==> config.mk <==
export PLATFORM = sky130hd
export DESIGN_NAME = hostbus_mux
export DESIGN_NICKNAME = d
export VERILOG_FILES = /design/src/rtl/hostbus_mux.sv
export SDC_FILE = /design/constraint.sdc
export NUM_CORES = 1
export LEC_CHECK = 0
export ABC_CLOCK_PERIOD_IN_PS = 1900
export CAP_MARGIN = 20
export CORE_UTILIZATION = 44
export CTS_CLUSTER_DIAMETER = 50
export DETAILED_ROUTE_END_ITERATION = 8
export GPL_ROUTABILITY_DRIVEN = 1
export PLACE_DENSITY_LB_ADDON = 0.08
export SKIP_CTS_REPAIR_TIMING = 1
export SLEW_MARGIN = 40
export SYNTH_ARGS = -nofsm -noshare
export SYNTH_HDL_FRONTEND = slang
export SYNTH_SLANG_ARGS = --single-unit
==> constraint.sdc <==
create_clock -name clk -period 1.9 [get_ports clk]
set_input_delay 0.38 -clock clk [delete_from_list [all_inputs] [get_ports clk]]
set_output_delay 0.38 -clock clk [all_outputs]
set_load 0.02 [all_outputs]
==> src/rtl/hostbus_mux.sv <==
module hostbus_mux (
  input  logic       clk,
  input  logic       rst_n,
  input  logic       lowpwr,
  input  logic       latch_n,
  input  logic       sel_n,
  input  logic       rd_n,
  input  logic       wr_n,
  input  logic [7:0] bus_in,
  output logic [7:0] bus_out,
  output logic       bus_oe,
  output logic [1:0] ch_rd,
  output logic [1:0] ch_wr,
  output logic [5:0] ch_idx,
  output logic [7:0] ch_wdata,
  input  logic [7:0] ch_rdata_a,
  input  logic [7:0] ch_rdata_b,
  output logic       ch_rst
);

  logic [4:0] s1, s2;
  logic [7:0] d1, d2;
  logic       rd_q, wr_q, lp_q;
  logic [7:0] addr;
  logic [7:0] rdata;
  logic       rd_pend, wr_arm;

  wire ale_s = s2[0];
  wire cs_s  = s2[1];
  wire rd_s  = s2[2];
  wire wr_s  = s2[3];
  wire lp_s  = s2[4];

  always_ff @(posedge clk or negedge rst_n) begin
    if (!rst_n) begin
      s1 <= 5'b01111;
      s2 <= 5'b01111;
      d1 <= '0;
      d2 <= '0;
      rd_q <= 1'b1;
      wr_q <= 1'b1;
      lp_q <= 1'b0;
    end else begin
      s1 <= {lowpwr, wr_n, rd_n, sel_n, latch_n};
      s2 <= s1;
      d1 <= bus_in;
      d2 <= d1;
      rd_q <= rd_s;
      wr_q <= wr_s;
      lp_q <= lp_s;
    end
  end

  wire lp_fall   = lp_q & ~lp_s;
  wire access_ok = ale_s & ~cs_s & ~lp_s;
  wire rd_go     = rd_q & ~rd_s & access_ok;
  wire wr_fall   = wr_q & ~wr_s & access_ok;
  wire wr_go     = ~wr_q & wr_s & access_ok & wr_arm;
  wire chan      = addr[6];

  assign ch_rd    = rd_go ? (chan ? 2'b10 : 2'b01) : 2'b00;
  assign ch_wr    = wr_go ? (chan ? 2'b10 : 2'b01) : 2'b00;
  assign ch_idx   = addr[5:0];
  assign ch_wdata = d2;
  assign ch_rst   = lp_fall;
  assign bus_oe   = access_ok & ~rd_s;
  assign bus_out  = rdata;

  always_ff @(posedge clk or negedge rst_n) begin
    if (!rst_n) begin
      addr <= '0;
      rdata <= '0;
      rd_pend <= 1'b0;
      wr_arm <= 1'b0;
    end else if (lp_fall) begin
      addr <= '0;
      rdata <= '0;
      rd_pend <= 1'b0;
      wr_arm <= 1'b0;
    end else begin
      if (!ale_s && !lp_s) addr <= d2;
      rd_pend <= rd_go;
      if (rd_pend) rdata <= chan ? ch_rdata_b : ch_rdata_a;
      if (!access_ok) wr_arm <= 1'b0;
      else if (wr_fall) wr_arm <= 1'b1;
      else if (wr_go) wr_arm <= 1'b0;
    end
  end

  AST_RD_ONE_CHANNEL: assert property (@(posedge clk) disable iff (!rst_n) $onehot0(ch_rd));
  AST_RD_SINGLE: assert property (@(posedge clk) disable iff (!rst_n) (|ch_rd) |=> (ch_rd == 2'b00));
  AST_WR_SINGLE: assert property (@(posedge clk) disable iff (!rst_n) (|ch_wr) |=> (ch_wr == 2'b00));
  AST_RD_WR_EXCL: assert property (@(posedge clk) disable iff (!rst_n) !((|ch_rd) && (|ch_wr)));
  AST_READ_HELD: assert property (@(posedge clk) disable iff (!rst_n) (bus_oe && $past(bus_oe) && !$past(rd_pend)) |-> $stable(bus_out));
  AST_NO_ACCESS_LP: assert property (@(posedge clk) disable iff (!rst_n) lp_s |-> (ch_rd == 2'b00 && ch_wr == 2'b00 && !bus_oe));
  AST_NO_ACCESS_DESEL: assert property (@(posedge clk) disable iff (!rst_n) cs_s |-> (ch_rd == 2'b00 && ch_wr == 2'b00 && !bus_oe));
  AST_RST_SINGLE: assert property (@(posedge clk) disable iff (!rst_n) ch_rst |=> !ch_rst);
  AST_RST_CLEARS: assert property (@(posedge clk) disable iff (!rst_n) ch_rst |=> (ch_idx == 6'd0));

endmodule

==> results.cfg <==
[outcome]
violations = setup timing
status = finished, violations left

[floorplan]
die_area_mm2 = 0.00405
ios = 59
die_y_um = 63.6
start_util_pct = 45.6
core_mm2 = 0.00366
die_w_um = 63.6
num_rows = 22

[power_and_ir_drop]
p_leak_uw = 0.00104
ir_drop_mv = 0.538
p_int_uw = 1580
power.share.clock_pct = 33.0
switching_share_pct = 22.6
powerDensity_mw_per_mm2 = 835
p_seq_share_pct = 52.9
switchingPower_uw = 460
power_frac_comb_pct = 14.0

[routing]
drc = 0
vias = 1135
vias_per_cell = 4.79
drt_pre_antenna_iters = 2
finalWirelength_um = 3150
wl_per_cell_um = 13.3
final_antenna_net_count = 0
drtIter0Drc = 28

[critical_path]
crit_slowest_cell = dfstp_2
r2r-start = s2[0]$_DFF_PN1_
path_cells = or3b_4, nor4b_4, buf_4
path_class = flip-flop to output pin
cp.arrival_ps = 1660
critPathRequiredTime_ps = 1520
crit_family = simple AND/OR/NAND/NOR gates
worstSetupStartpointType = flip-flop
r2r_slack_ps = 650
cp_max_fo = 3
crit_path_end_kind = output pin
cp-startpoint = s2[0]$_DFF_PN1_
max_stage_delay_ps = 550
path_buf_inv = 1

[synth]
synthCells = 125
yosys.area_share.simple_pct = 11.5
muxShareOfSynthArea_pct = 4.79
yosys_warnings = 0
netlist-cell-type-count = 20
ys_seq_elements = 46
synth_area_mm2 = 0.00167
synth_top_family_by_area = simple AND/OR/NAND/NOR gates
syn_avg_cell_area_um2 = 13.4
synth_nets = 156
synth_compound_area_share_pct = 8.01
synth-xor-area-share_pct = 0
synthAdderAreaFrac_pct = 0.599
seq_area_frac_synth_pct = 69.7

[layout]
multi_input_area_um2 = 434
drive_above_1_share_pct = 20.6
register_area_mm2 = 0.00116
syn_to_final_growth_pct = 46.0
fill_cells = 282
final_cells = 237
diodes = 0
fin_util_pct = 66.6
final_nets = 219

[sta]
rsz0062_at_grt = yes
skew_ps = 8.35
fin_crit_ps = 2040
final-setup-viol-count = 2
min_period_over_period_pct = 108
fmax_ghz = 0.489
fin_ws_ps = -144
tightestPinTransition_ps = 539
slew_headroom_pct = 64.1
hold_viol = 0
slew_viol_final = 0

[global_routing]
grt_pass1_wl_um = 5380
first_global_vias = 1169
grt_use_total_pct = 18.0
antenna_found_initial = 0
grt_start_max_net_pins = 27
grt_overflow = 0

[clocking]
cts-htree-levels = 2
cts-root-buf = clkbuf_8
cts.path.max_buffers = 2
cts_sinks = 46
numCtsBuffers = 5
clk_latency_ps = 290
clkTransAtPathRegs_ps = 80
cts_tree = yes

[placement]
numPlacedInstances = 228
io_buffers = 58
gp_congestion = 0.674
post-dp-hpwl_um = 2320

[job]
maxCapViolCount = 0

[min_path]
holdCritPathClass = input pin to asynchronous set/reset pin
[cell type report]
cell class                      count  area share, %
Timing Repair Buffer               70           27.1
Inverter                            2          0.308
Sequential cell                    46           47.7
Multi-Input combinational cell     63           17.8
Clock buffer                        8           4.57
Tap cell                           48           2.46
[cell families (layout without fill, tap and decap cells)]
family	after synthesis	count (layout)
flip-flops	46	46
AND/OR/NAND/NOR	32	32
adder cells (fa/ha/maj)	1	1
AO/OA/AOI/OAI	22	22
multiplexers	8	8
buffers and inverters	16	80
[metal layers]
layer / vias to the layer above / track usage [%] / routed length [um]
met5: - / 0 / 0
met4: 0 / 9.38 / 72
met3: 6 / 5.62 / 191
met2: 35 / 29.4 / 1580
met1: 546 / 21.2 / 1310
li1: 548 / - / -
[final timing paths]
check / end / cells past startpoint
setup / recovery: ch_wr[1] / 3
hold / removal: ch_wdata[3]$_DFF_PN0_ / 1
setup reg to reg: addr[6]$_DFFE_PN0P_ / 5
hold reg to reg: ch_wdata[5]$_DFF_PN0_ / 0
max in group asynchronous: bus_out[7]$_DFFE_PN0P_ / 2
min in group clk: ch_wdata[5]$_DFF_PN0_ / 0
[state kept, by name, summed over array words and instances, names as in the netlist]
signal,flops
addr,7
bus_out,8
ch_wdata,8
d1,8
lp_q,1
rd_pend,1
rd_q,1
s1,5
s2,5
wr_arm,1
wr_q,1
[Yosys cell counts]
| cell type | count | share of area (%) |
|---|---|---|
| nor3b_1 | 7 | 3.1 |
| clkbuf_1 | 4 | 0.90 |
| a211oi_1 | 8 | 3.6 |
| nor2b_1 | 2 | 0.75 |
| mux2i_1 | 8 | 4.8 |
| maj3_1 | 1 | 0.60 |
| buf_2 | 3 | 0.90 |
| o41ai_1 | 1 | 0.52 |
| nor2_1 | 10 | 2.2 |
| and3_1 | 1 | 0.37 |
| nor4_2 | 1 | 0.75 |
| dfrtp_1 | 36 | 54 |
| inv_1 | 2 | 0.45 |
| nand2_1 | 8 | 1.8 |
| o21ai_0 | 7 | 2.1 |
| dfstp_2 | 10 | 16 |
| buf_4 | 7 | 3.1 |
| or3b_4 | 1 | 0.67 |
| a21oi_1 | 6 | 1.8 |
| nor4b_2 | 2 | 1.8 |
[stage by stage]
stage          power, uW  cell area (um2)  setup TNS, ps  hold WS [ps]  setup WS (ps)
2_1_floorplan       1220             1680              0          84.4           68.5
3_3_place_gp        1370             2310          -1060           332           -251
3_5_place_dp        1380             2310          -1170           336           -260
4_1_cts             2060             2430          -3120          71.9           -592
5_1_grt             2130             2440           -515          90.8           -220
6_report            2040             2440           -201          60.7           -144
[worst register-to-register path, delay by kind of cell (launching register included)]
kind | cells | cell delay, ps
buffers and inverters | 2 | 270
AND/OR/NAND/NOR | 1 | 140
flip-flops | 1 | 550
AO/OA/AOI/OAI | 2 | 190
[power groups by stage]
stage / sequential [uW] / combinational (uW) / clock, uW
detailed placement: 1100 / 287 / 0
global route: 1080 / 308 / 742
global placement: 1090 / 278 / 0
finish: 1080 / 286 / 673
CTS: 1080 / 288 / 694
floorplan: 1110 / 110 / 0
[placed cells by master, fill, tap and decap left out]
cell type,n
nor4_2,1
clkbuf_8,6
or3b_4,1
dfstp_2,10
nor2_1,10
nand2_1,8
dlymetal6s2s_1,1
o21ai_0,7
buf_8,1
buf_2,3
clkdlybuf4s50_1,51
nor2b_1,2
mux2i_1,8
and3_1,1
inv_1,2
a211oi_1,8
clkbuf_1,1
o41ai_1,1
buf_6,1
buf_4,13
clkbuf_16,1
dfrtp_1,36
a21oi_1,6
maj3_1,1
nor4b_4,2
nor3b_1,7
No activity file was read; power rests on OpenSTA's default activity.
